[src/rtl/pwf_pkg.sv]
package pwf_pkg;
  localparam int WORD_W   = 32;
  localparam int SLOT_W   = 8;
  localparam int LANES    = WORD_W / SLOT_W;
  localparam int CHAR_W   = 2 * SLOT_W;
  localparam int ADDR_W   = 3;
  localparam int THR_W    = 6;
  localparam int CNTF_W   = 6;

  localparam logic [ADDR_W-1:0] A_MODE  = 3'd0;
  localparam logic [ADDR_W-1:0] A_EVENT = 3'd1;
  localparam logic [ADDR_W-1:0] A_MASK  = 3'd2;
  localparam logic [ADDR_W-1:0] A_TXD   = 3'd3;
  localparam logic [ADDR_W-1:0] A_RXD   = 3'd4;

  localparam logic [THR_W-1:0] TX_THR_RST = 6'd4;
  localparam logic [THR_W-1:0] RX_THR_RST = 6'd3;

  // event / mask bit positions
  localparam int EV_RXNE = 9;
  localparam int EV_TXNF = 8;
  localparam int EV_OVF  = 1;
  localparam int EV_UNF  = 0;
  localparam int EV_RXC  = 24;
  localparam int EV_TXC  = 16;

  typedef logic [CHAR_W-1:0] char_t;

  // mask of len_m1+1 low ones
  function automatic char_t width_mask(input logic [3:0] len_m1);
    logic [CHAR_W:0] one;
    one = (CHAR_W+1)'(1) << (32'(len_m1) + 1);
    return char_t'(one - (CHAR_W+1)'(1));
  endfunction
endpackage

[src/rtl/pwf_fifo.sv]
module pwf_fifo
  import pwf_pkg::*;
#(
  parameter int DEPTH       = 32,   // power of two
  parameter int PUSH_LANES  = 4,
  parameter int PEEK_LANES  = 1,
  localparam int PTR_W      = $clog2(DEPTH),
  localparam int CNT_W      = $clog2(DEPTH + 1),
  localparam int PUSH_W     = $clog2(PUSH_LANES + 1),
  localparam int POP_W      = $clog2(PEEK_LANES + 1)
) (
  input  logic                             clk,
  input  logic                             rst_n,
  input  logic [PUSH_W-1:0]                push_n,
  input  logic [PUSH_LANES-1:0][CHAR_W-1:0] push_data,
  input  logic [POP_W-1:0]                 pop_n,
  output logic [PEEK_LANES-1:0][CHAR_W-1:0] peek,
  output logic [CNT_W-1:0]                 count
);
  logic [CHAR_W-1:0] mem_q [DEPTH];
  logic [PTR_W-1:0]  wr_ptr_q, wr_ptr_d;
  logic [PTR_W-1:0]  rd_ptr_q, rd_ptr_d;
  logic [CNT_W-1:0]  cnt_q, cnt_d;
  logic              ptr_en;

  always_comb begin
    ptr_en   = (push_n != '0) || (pop_n != '0);
    wr_ptr_d = wr_ptr_q + PTR_W'(push_n);
    rd_ptr_d = rd_ptr_q + PTR_W'(pop_n);
    cnt_d    = cnt_q + CNT_W'(push_n) - CNT_W'(pop_n);
  end

  always_ff @(posedge clk or negedge rst_n) begin
    if (!rst_n) begin
      wr_ptr_q <= '0;
      rd_ptr_q <= '0;
      cnt_q    <= '0;
    end else if (ptr_en) begin
      wr_ptr_q <= wr_ptr_d;
      rd_ptr_q <= rd_ptr_d;
      cnt_q    <= cnt_d;
    end
  end

  always_ff @(posedge clk) begin
    for (int k = 0; k < PUSH_LANES; k++) begin
      if (k < int'(push_n)) mem_q[wr_ptr_q + PTR_W'(k)] <= push_data[k];
    end
  end

  always_comb begin
    for (int k = 0; k < PEEK_LANES; k++) peek[k] = mem_q[rd_ptr_q + PTR_W'(k)];
  end

  assign count = cnt_q;
endmodule

[src/rtl/pwf_events.sv]
module pwf_events
  import pwf_pkg::*;
#(
  parameter int DEPTH = 32,
  localparam int CNT_W = $clog2(DEPTH + 1)
) (
  input  logic              clk,
  input  logic              rst_n,
  input  logic [CNT_W-1:0]  tx_cnt,
  input  logic [CNT_W-1:0]  rx_cnt,
  input  logic [THR_W-1:0]  tx_thr,
  input  logic [THR_W-1:0]  rx_thr,
  input  logic              set_ovf,
  input  logic              set_unf,
  input  logic              clr_we,
  input  logic [1:0]        clr_bits,   // {ovf, unf}
  input  logic              mask_we,
  input  logic [3:0]        mask_bits,  // {rxne, txnf, ovf, unf}
  output logic [WORD_W-1:0] evt_word,
  output logic [WORD_W-1:0] mask_word,
  output logic [1:0]        sticky,
  output logic [3:0]        mask,
  output logic              irq
);
  logic [1:0] sticky_q, sticky_d;
  logic [3:0] mask_q, mask_d;
  logic       rx_ne, tx_nf;
  logic [3:0] flags;

  always_comb begin
    rx_ne    = int'(rx_cnt) > int'(rx_thr);
    tx_nf    = (DEPTH - int'(tx_cnt)) > int'(tx_thr);
    sticky_d = (sticky_q & ~(clr_we ? clr_bits : 2'b00)) | {set_ovf, set_unf};
    mask_d   = mask_we ? mask_bits : mask_q;
    flags    = {rx_ne, tx_nf, sticky_q};
  end

  always_ff @(posedge clk or negedge rst_n) begin
    if (!rst_n) begin
      sticky_q <= '0;
      mask_q   <= '0;
    end else begin
      sticky_q <= sticky_d;
      if (mask_we) mask_q <= mask_d;
    end
  end

  always_comb begin
    evt_word                       = '0;
    evt_word[EV_RXC +: CNTF_W]     = CNTF_W'(rx_cnt);
    evt_word[EV_TXC +: CNTF_W]     = CNTF_W'(tx_cnt);
    evt_word[EV_RXNE]              = flags[3];
    evt_word[EV_TXNF]              = flags[2];
    evt_word[EV_OVF]               = flags[1];
    evt_word[EV_UNF]               = flags[0];
    mask_word                      = '0;
    mask_word[EV_RXNE]             = mask_q[3];
    mask_word[EV_TXNF]             = mask_q[2];
    mask_word[EV_OVF]              = mask_q[1];
    mask_word[EV_UNF]              = mask_q[0];
  end

  assign irq    = |(flags & mask_q);
  assign sticky = sticky_q;
  assign mask   = mask_q;
endmodule

[src/rtl/pwf_unit.sv]
module pwf_unit
  import pwf_pkg::*;
#(
  parameter int DEPTH = 32
) (
  input  logic              clk,
  input  logic              rst_n,
  input  logic              bus_wr_en,
  input  logic              bus_rd_en,
  input  logic [ADDR_W-1:0] bus_addr,
  input  logic [WORD_W-1:0] bus_wdata,
  output logic [WORD_W-1:0] bus_rdata,
  input  logic [3:0]        char_len_m1,
  output logic              tx_valid,
  input  logic              tx_ready,
  output logic [CHAR_W-1:0] tx_char,
  input  logic              rx_valid,
  input  logic [CHAR_W-1:0] rx_char,
  output logic              irq
);
  localparam int CNT_W = $clog2(DEPTH + 1);
  localparam int LN_W  = $clog2(LANES + 1);
  localparam int HALF  = WORD_W / CHAR_W;

  logic [THR_W-1:0] tx_thr_q, tx_thr_d, rx_thr_q, rx_thr_d;
  logic             mode_we;
  logic             wide;
  logic [LN_W-1:0]  pack_n;
  char_t            cmask;

  logic [CNT_W-1:0]             tx_cnt, rx_cnt;
  logic                         tx_wr, tx_room;
  logic [LN_W-1:0]              tx_push_n;
  logic [LANES-1:0][CHAR_W-1:0] tx_lanes;
  logic [0:0][CHAR_W-1:0]       tx_peek;
  logic                         tx_pop_n;

  logic                         rx_push_n, rx_full, rx_rd;
  logic [0:0][CHAR_W-1:0]       rx_lane;
  logic [LN_W-1:0]              rx_take, rx_pop_n;
  logic [LANES-1:0][CHAR_W-1:0] rx_peek;
  logic [WORD_W-1:0]            rx_word;

  logic              set_ovf, set_unf, evt_we, mask_we;
  logic [WORD_W-1:0] evt_word, mask_word;
  logic [1:0]        sticky;
  logic [3:0]        mask;

  // ---- configuration ----
  always_comb begin
    wide    = char_len_m1 >= 4'd8;
    pack_n  = wide ? LN_W'(HALF) : LN_W'(LANES);
    cmask   = width_mask(char_len_m1);
    mode_we = bus_wr_en && (bus_addr == A_MODE);
    tx_thr_d = mode_we ? bus_wdata[8 +: THR_W] : tx_thr_q;
    rx_thr_d = mode_we ? bus_wdata[0 +: THR_W] : rx_thr_q;
  end

  always_ff @(posedge clk or negedge rst_n) begin
    if (!rst_n) begin
      tx_thr_q <= TX_THR_RST;
      rx_thr_q <= RX_THR_RST;
    end else if (mode_we) begin
      tx_thr_q <= tx_thr_d;
      rx_thr_q <= rx_thr_d;
    end
  end

  // ---- transmit side: unpack one bus word into characters ----
  always_comb begin
    tx_wr     = bus_wr_en && (bus_addr == A_TXD);
    tx_room   = (DEPTH - int'(tx_cnt)) >= int'(pack_n);
    tx_push_n = (tx_wr && tx_room) ? pack_n : '0;
    tx_lanes  = '0;
    if (wide) begin
      for (int k = 0; k < HALF; k++)
        tx_lanes[k] = bus_wdata[(HALF-1-k)*CHAR_W +: CHAR_W] & cmask;
    end else begin
      for (int k = 0; k < LANES; k++)
        tx_lanes[k] = {{(CHAR_W-SLOT_W){1'b0}}, bus_wdata[(LANES-1-k)*SLOT_W +: SLOT_W]} & cmask;
    end
    tx_pop_n = tx_ready && (tx_cnt != '0);
  end

  pwf_fifo #(.DEPTH(DEPTH), .PUSH_LANES(LANES), .PEEK_LANES(1)) u_tx_fifo (
    .clk      (clk),
    .rst_n    (rst_n),
    .push_n   (tx_push_n),
    .push_data(tx_lanes),
    .pop_n    (tx_pop_n),
    .peek     (tx_peek),
    .count    (tx_cnt)
  );

  assign tx_valid = tx_cnt != '0;
  assign tx_char  = tx_peek[0];

  // ---- receive side: pack characters into one bus word ----
  always_comb begin
    rx_full    = int'(rx_cnt) == DEPTH;
    rx_push_n  = rx_valid && !rx_full;
    rx_lane[0] = rx_char & cmask;
    rx_rd      = bus_rd_en && (bus_addr == A_RXD);
    rx_take    = (int'(rx_cnt) < int'(pack_n)) ? LN_W'(rx_cnt) : pack_n;
    rx_pop_n   = rx_rd ? rx_take : '0;
    rx_word    = '0;
    if (wide) begin
      for (int k = 0; k < HALF; k++)
        if (k < int'(rx_take)) rx_word[(HALF-1-k)*CHAR_W +: CHAR_W] = rx_peek[k];
    end else begin
      for (int k = 0; k < LANES; k++)
        if (k < int'(rx_take)) rx_word[(LANES-1-k)*SLOT_W +: SLOT_W] = rx_peek[k][SLOT_W-1:0];
    end
  end

  pwf_fifo #(.DEPTH(DEPTH), .PUSH_LANES(1), .PEEK_LANES(LANES)) u_rx_fifo (
    .clk      (clk),
    .rst_n    (rst_n),
    .push_n   (rx_push_n),
    .push_data(rx_lane),
    .pop_n    (rx_pop_n),
    .peek     (rx_peek),
    .count    (rx_cnt)
  );

  // ---- events ----
  always_comb begin
    set_ovf = (tx_wr && !tx_room) || (rx_valid && rx_full);
    set_unf = rx_rd && (rx_cnt == '0);
    evt_we  = bus_wr_en && (bus_addr == A_EVENT);
    mask_we = bus_wr_en && (bus_addr == A_MASK);
  end

  pwf_events #(.DEPTH(DEPTH)) u_events (
    .clk      (clk),
    .rst_n    (rst_n),
    .tx_cnt   (tx_cnt),
    .rx_cnt   (rx_cnt),
    .tx_thr   (tx_thr_q),
    .rx_thr   (rx_thr_q),
    .set_ovf  (set_ovf),
    .set_unf  (set_unf),
    .clr_we   (evt_we),
    .clr_bits ({bus_wdata[EV_OVF], bus_wdata[EV_UNF]}),
    .mask_we  (mask_we),
    .mask_bits({bus_wdata[EV_RXNE], bus_wdata[EV_TXNF], bus_wdata[EV_OVF], bus_wdata[EV_UNF]}),
    .evt_word (evt_word),
    .mask_word(mask_word),
    .sticky   (sticky),
    .mask     (mask),
    .irq      (irq)
  );

  // ---- register read mux ----
  always_comb begin
    unique case (bus_addr)
      A_MODE:  bus_rdata = {{(WORD_W-8-THR_W){1'b0}}, tx_thr_q, 2'b00, rx_thr_q};
      A_EVENT: bus_rdata = evt_word;
      A_MASK:  bus_rdata = mask_word;
      A_RXD:   bus_rdata = rx_word;
      default: bus_rdata = '0;
    endcase
  end
endmodule

[config.mk]
export PLATFORM = sky130hd
export DESIGN_NAME = pwf_unit
export DESIGN_NICKNAME = d
export VERILOG_FILES = /design/src/rtl/pwf_pkg.sv /design/src/rtl/pwf_fifo.sv /design/src/rtl/pwf_events.sv /design/src/rtl/pwf_unit.sv
export SDC_FILE = /design/constraint.sdc
export NUM_CORES = 2
export LEC_CHECK = 0
export BUFFER_PORTS_ARGS = -buffer_cell sky130_fd_sc_hd__clkbuf_2
export CELL_PAD_IN_SITES_DETAIL_PLACEMENT = 0
export CELL_PAD_IN_SITES_GLOBAL_PLACEMENT = 1
export CORE_UTILIZATION = 48
export DETAILED_ROUTE_END_ITERATION = 16
export HOLD_SLACK_MARGIN = 0.1
export PLACE_DENSITY_LB_ADDON = 0.12
export SYNTH_ARGS = -nofsm -noshare
export SYNTH_HDL_FRONTEND = slang
export SYNTH_SLANG_ARGS = --single-unit
[constraint.sdc]
create_clock -name clk -period 5.2 [get_ports clk]
set_input_delay 1.04 -clock clk [delete_from_list [all_inputs] [get_ports clk]]
set_output_delay 1.04 -clock clk [all_outputs]
set_load 0.1 [all_outputs]
# Yosys cells after proc, flatten, opt, wreduce, memory -nomap -nowiden
# Memories as Yosys holds them, arrays and structs flattened.
# Cells that the tools add are included.
# word_totals
ff_bits	50
latch_bits	0
mem_bits_rw	1024
rom_bits	0
inputBits	61
output_inout_bits	50
elab_cells	107
mem_count	2
# classes
add_sub_neg	17
n_mul	0
div	0
magnitude_cmp	14
eq_ne	5
n_shift	1
muxes	25
bitwise	11
reduce_logical	22
# memory_table
memory	depth	width	rd	rd_clocked_by_memory_dff	write_ports	line	source
u_rx_fifo.mem_q	32	16	4	0	1	pwf_fifo.sv:20	logic [CHAR_W-1:0] mem_q [DEPTH];
u_tx_fifo.mem_q	32	16	1	0	4	pwf_fifo.sv:20	
# op_table
operator	n
$pmux 32 s4	1
$mux 32	3
$and 8x16->16	4
$and 16x16->16	3
$ge 32x4->1	1
$gt 32x7->1	1
$mux 16	2
$mux 8	4
$add 5x2->5 const B	4
$shl 1x5->16 const A	1
$sub 16x1->16 const B	1
$lt 1x3->1 const A	4
$lt 2x3->1 const A	4
$mux 3	4
$logic_and 1x1->1	11
$add 5x1->5	2
$add 5x1->5 const B	2
$add 5x3->5	2
$mux 1	10
$sub 6x6->7 const A	1
$add 6x1->6	1
$add 6x3->6	1
$eq 3x2->1 const B	2
$eq 6x6->1 const B	1
21 further kinds	25

# Longest topological paths before layout
# depth
depth_word	8
depth_mapped	23
depth_no_buf	20

# Cells and area by module
# From an unflattened synthesis, not the netlist that was laid out.
# hier_totals
hier_cells	5826
area_unflattened_um2	72195.5
# by_module_without_submodules
module	instances	cells_per_inst	area_per_inst_um2	seq_area_each_um2
pwf_fifo at u_tx_fifo	1	3605	36318.6	15775.1
pwf_fifo at u_rx_fifo	1	1727	32092.0	15775.1
pwf_unit	1	359	2665.1	304.0
pwf_events	1	135	1119.8	150.1

# Worst setup path after synthesis
# No wires, ideal clock.
# synth_path
kind	flip-flop to output port
start	register u_rx_fifo.rd_ptr_q[1]
end	output port bus_rdata[17]
arrival_ps	5855
required_ps	4160
path_slack_ps	-1695
path_stages_with_launch	15
n_path_buf	8
cell_sequence	dfrtp_1 > buf_2 > buf_2 > buf_2 > buf_2 > clkbuf_1 > inv_1 > ha_1 > clkbuf_1 > clkbuf_1 > buf_1 > mux4_2 > a22oi_1 > nand2_1 > o21ai_0
# synth_between
elab_chain_cells	5
elab_cells_between_ends	6
cone_classes	1 x add/sub; 4 x mux; 1 x memory
# synth_lines
element	line	source
start: declaration	pwf_fifo.sv:22	logic [PTR_W-1:0] rd_ptr_q, rd_ptr_d;
start signal: assignment	pwf_fifo.sv:40	rd_ptr_q <= rd_ptr_d;
$add 5x1->5	pwf_fifo.sv:52	for (int k = 0; k < PEEK_LANES; k++) peek[k] = mem_q[rd_ptr_q + PTR_W'(k)];
$mem_v2 32x16 (*)	-	
$mux 8	pwf_unit.sv:112	if (k < int'(rx_take)) rx_word[(LANES-1-k)*SLOT_W +: SLOT_W] = rx_peek[k][SLOT_W-1:0];
$mux 32 (*)	pwf_unit.sv:107	if (wide) begin
$pmux 32 s4 (*)	pwf_unit.sv:156	unique case (bus_addr)
end: declaration	pwf_unit.sv:12	output logic [WORD_W-1:0] bus_rdata,
# Mark *: on every way between the ends. The rest lies on a longest branch, timed or not.

# Worst setup path after layout
# layout_path
start	register u_rx_fifo.rd_ptr_q[1]
end	output port bus_rdata[13]
# layout_between
elab_chain_cells	5
elab_cells_between_ends	7
cone_classes	2 x add/sub; 4 x mux; 1 x memory
# layout_lines
element	line
$add 5x2->5 / $add 5x1->5 (equally long branches)	pwf_fifo.sv:52
$mem_v2 32x16 (*)	-
$mux 8 / $mux 16 (equally long branches)	pwf_unit.sv:112, pwf_unit.sv:109
$mux 32 (*)	pwf_unit.sv:107
$pmux 32 s4 (*)	pwf_unit.sv:156
# Marks and branches as above.

==> flow_metrics.py <==
metrics = {
    "cts": {
        "cts_inserted_buffers": 114,
        "cts_tree": "yes",
        "path_clk_slew_ns": 0.06,
        "htreeDepth": 3,
        "clkLatencyLatePin_ns": 0.74,
        "cts-root-buf": "clkbuf_16",
        "clk_path_buf_depth": 3,
        "cts_hold_buf": 0,
        "numClockSinks": 1073,
    },
    "route": {
        "drcViolationCount": 0,
        "route.vias.total": 40300,
        "routed_via_density": 6.57,
        "routed_wl_um": 203000,
        "drt_iter0_markers": 4739,
        "drt-pass1-iter-count": 6,
        "antenna_left": 0,
        "detail_route.wl_per_cell_um": 33.1,
    },
    "floorplan": {
        "start_util": 0.484,
        "die_h_um": 350,
        "coreArea_um2": 120000,
        "dieArea_um2": 122000,
        "io_pins": 111,
        "rows": 127,
        "die_w_um": 350,
    },
    "sta": {
        "skew_ns": 0.0199,
        "max_slew.worst_pin.slew_ns": 1.23,
        "rsz0062_at_grt": "false",
        "period_minus_slack_ns": 5.14,
        "setup_viol_count_final": 0,
        "slew_viol_final": 0,
        "slew_headroom": 0.175,
        "fin_ws_ns": 0.0631,
        "tns_ns": 0,
        "hold_viol": 0,
        "finalHoldWorstSlack_ns": 0.448,
        "fmax_mhz": 195,
        "post-route-period-util": 0.988,
    },
    "logic_synthesis": {
        "synthSimpleGateAreaFrac": 0.0808,
        "synth_compound_area_frac": 0.0640,
        "ys_seq_area_frac": 0.507,
        "netlist_area_um2": 58000,
        "synth_seq_cells": 1073,
        "synth_fa_ha_area_frac": 0.0124,
        "ys_async_sr_fraction": 0.0457,
        "syn_area_per_cell_um2": 13.4,
        "syn_nets": 4455,
        "synth.area.mux_share": 0.297,
        "synth_xor_area_frac": 0.00558,
        "yosysWarnings": 0,
        "synth_edf_count": 768,
        "synthCells": 4339,
        "synth_cell_types": 98,
        "synth_flop_cell": "edfxtp_1",
        "synth_top_family_by_area": "multiplexers",
    },
    "worst_setup_path": {
        "r2r-end": "u_tx_fifo.count[5]",
        "path_buf_inv": 4,
        "cp_max_fo": 37,
        "end_kind": "output port",
        "r2r_start": "u_tx_fifo.count[0]",
        "reg2reg_depth": 19,
        "slowest_delay_ns": 0.54,
        "worstPathRequired_ns": 4.16,
        "startpoint_type": "flip-flop",
        "crit_family": "buffers and inverters",
        "crit_type": "flip-flop to output port",
        "cp_slowest_cell": "dfrtp_4",
        "cp.arrival_ns": 4.10,
        "rrSetupSlack_ns": 1.07,
        "path_cells": "inv_1, ha_4, buf_12, buf_4, mux4_2, mux2i_1, a32oi_1, a32oi_1, nand2_1, buf_12",
    },
    "worst_hold_path": {
        "hold_path_depth": 2,
        "hp-class": "flip-flop to flip-flop",
        "min_to": "u_tx_fifo.mem_q[17][15]",
        "min-delay-start": "u_tx_fifo.mem_q[17][15]",
    },
    "layout": {
        "fin_nets": 4529,
        "drive_gt1_frac": 0.285,
        "area_growth_pct": 13.6,
        "final_cell_mix": "edfxtp_1, mux4_2, nand2_1, mux2i_1, nor2_1",
        "final_common_cell": "edfxtp_1",
    },
    "run_status": {
        "status": "finished clean",
    },
    "place": {
        "globalplace.congestion": 0.942,
        "dpl_worst_slack_ns": 0.374,
        "port_buffers": 110,
        "place_hpwl_um": 134000,
    },
    "job": {
        "timing.max_cap.violations": 0,
    },
    "power_and_ir_drop": {
        "power_mw": 35.7,
        "leakage_nw": 22.2,
        "vdd_drop_max_v": 0.000555,
        "pwr_density_cell_nw_per_um2": 541,
    },
    "global_route": {
        "grt_max_degree": 95,
        "grt_overflow_total": 0,
        "grt_use_total": 0.333,
        "antenna_found_initial": 8,
        "grt_pass1_vias": 39000,
        "grt_pass1_wl_um": 289000,
    },
}
## cell type report
cell class                 count  area [µm²]
multi-input combinational   2810       27100
timing repair buffer         355        3140
fill                        9908       54000
clock buffer                 137        3140
sequential                  1073       29400
inverter                      59         221
tap                         1612        2020
clock inverter                78         845
antenna                        3        7.51
## sequential cells by signal, summed over array words and instances (netlist names), 5 cells and up
signal              flops
u_rx_fifo.rd_ptr_q      5
u_tx_fifo.count         6
u_rx_fifo.wr_ptr_q      5
u_tx_fifo.rd_ptr_q      5
u_tx_fifo.mem_q       512
tx_thr_q                6
u_rx_fifo.mem_q       512
rx_thr_q                6
u_rx_fifo.count         6
## Yosys cell counts, types with 18 or more instances
cell type	count	share of area
a21oi_1	188	0.016
a32oi_1	22	0.0033
and2_1	24	0.0026
and3_1	35	0.0038
buf_1	57	0.0037
buf_2	114	0.0098
clkbuf_1	207	0.013
dfrtp_1	46	0.020
dfxtp_1	256	0.088
edfxtp_1	768	0.40
ha_1	51	0.011
inv_1	57	0.0037
mux2_2	67	0.013
mux2i_1	424	0.073
mux4_2	540	0.21
nand2_1	485	0.031
nand2b_1	18	0.0019
nand3_1	43	0.0037
nand4_1	21	0.0023
nor2_1	367	0.024
nor2b_1	27	0.0029
nor3_1	35	0.0030
o21ai_0	178	0.015
o21ai_1	29	0.0025
xnor2_1	30	0.0045
## cell families after synthesis
kind of cell | count (synthesis)
compound gates | 585
xor+xnor | 37
fa+ha+maj | 55
buf+inv | 456
flops | 1073
mux | 1036
other cells | 1
simple gates | 1096
## per-layer routing
metal  part of all wire  track usage
met5            0.00011            0
met1               0.38        0.441
met4              0.054        0.156
met3              0.092       0.0648
met2               0.47        0.530
## tightest hold or removal path, stage by stage, from the launching register on
cell     delay (ns)
dfxtp_1        0.31
nand2_1        0.05
a21oi_1        0.05
## repair_timing
item / CTS / global route
endpoints found under the setup margin: 18 / 5
cloned: 1 / 0
resized for setup: 4 / 7
pin swaps: 1 / 1
setup buffers: 10 / 0
## stage by stage
stage          utilization  instance area, µm²  cells
4_1_cts              0.549               65900   6124
3_3_place_gp         0.515               61800   5898
2_1_floorplan            -               58100   4339
5_1_grt              0.550               65900   6125
3_5_place_dp         0.515               61800   5898
6_report             0.550               66000   6127
## worst max path at each step
stage	depth (start not counted)	endpoint	startpoint
after floorplan	14	bus_rdata[3]	u_rx_fifo.rd_ptr_q[1]
after global placement	9	bus_rdata[3]	bus_addr[2]
after detailed placement	9	bus_rdata[3]	bus_addr[2]
after CTS	11	bus_rdata[8]	u_tx_fifo.count[0]
after global routing	9	bus_rdata[3]	u_rx_fifo.rd_ptr_q[1]
final	10	bus_rdata[13]	u_rx_fifo.rd_ptr_q[1]
## power by group
| part | internal (mW) | switching, mW | total (mW) |
|---|---|---|---|
| Clock | 5.09 | 3.62 | 8.71 |
| Sequential | 9.67 | 0.762 | 10.4 |
| Combinational | 7.03 | 9.53 | 16.6 |
No activity file was read; power rests on OpenSTA's default activity.
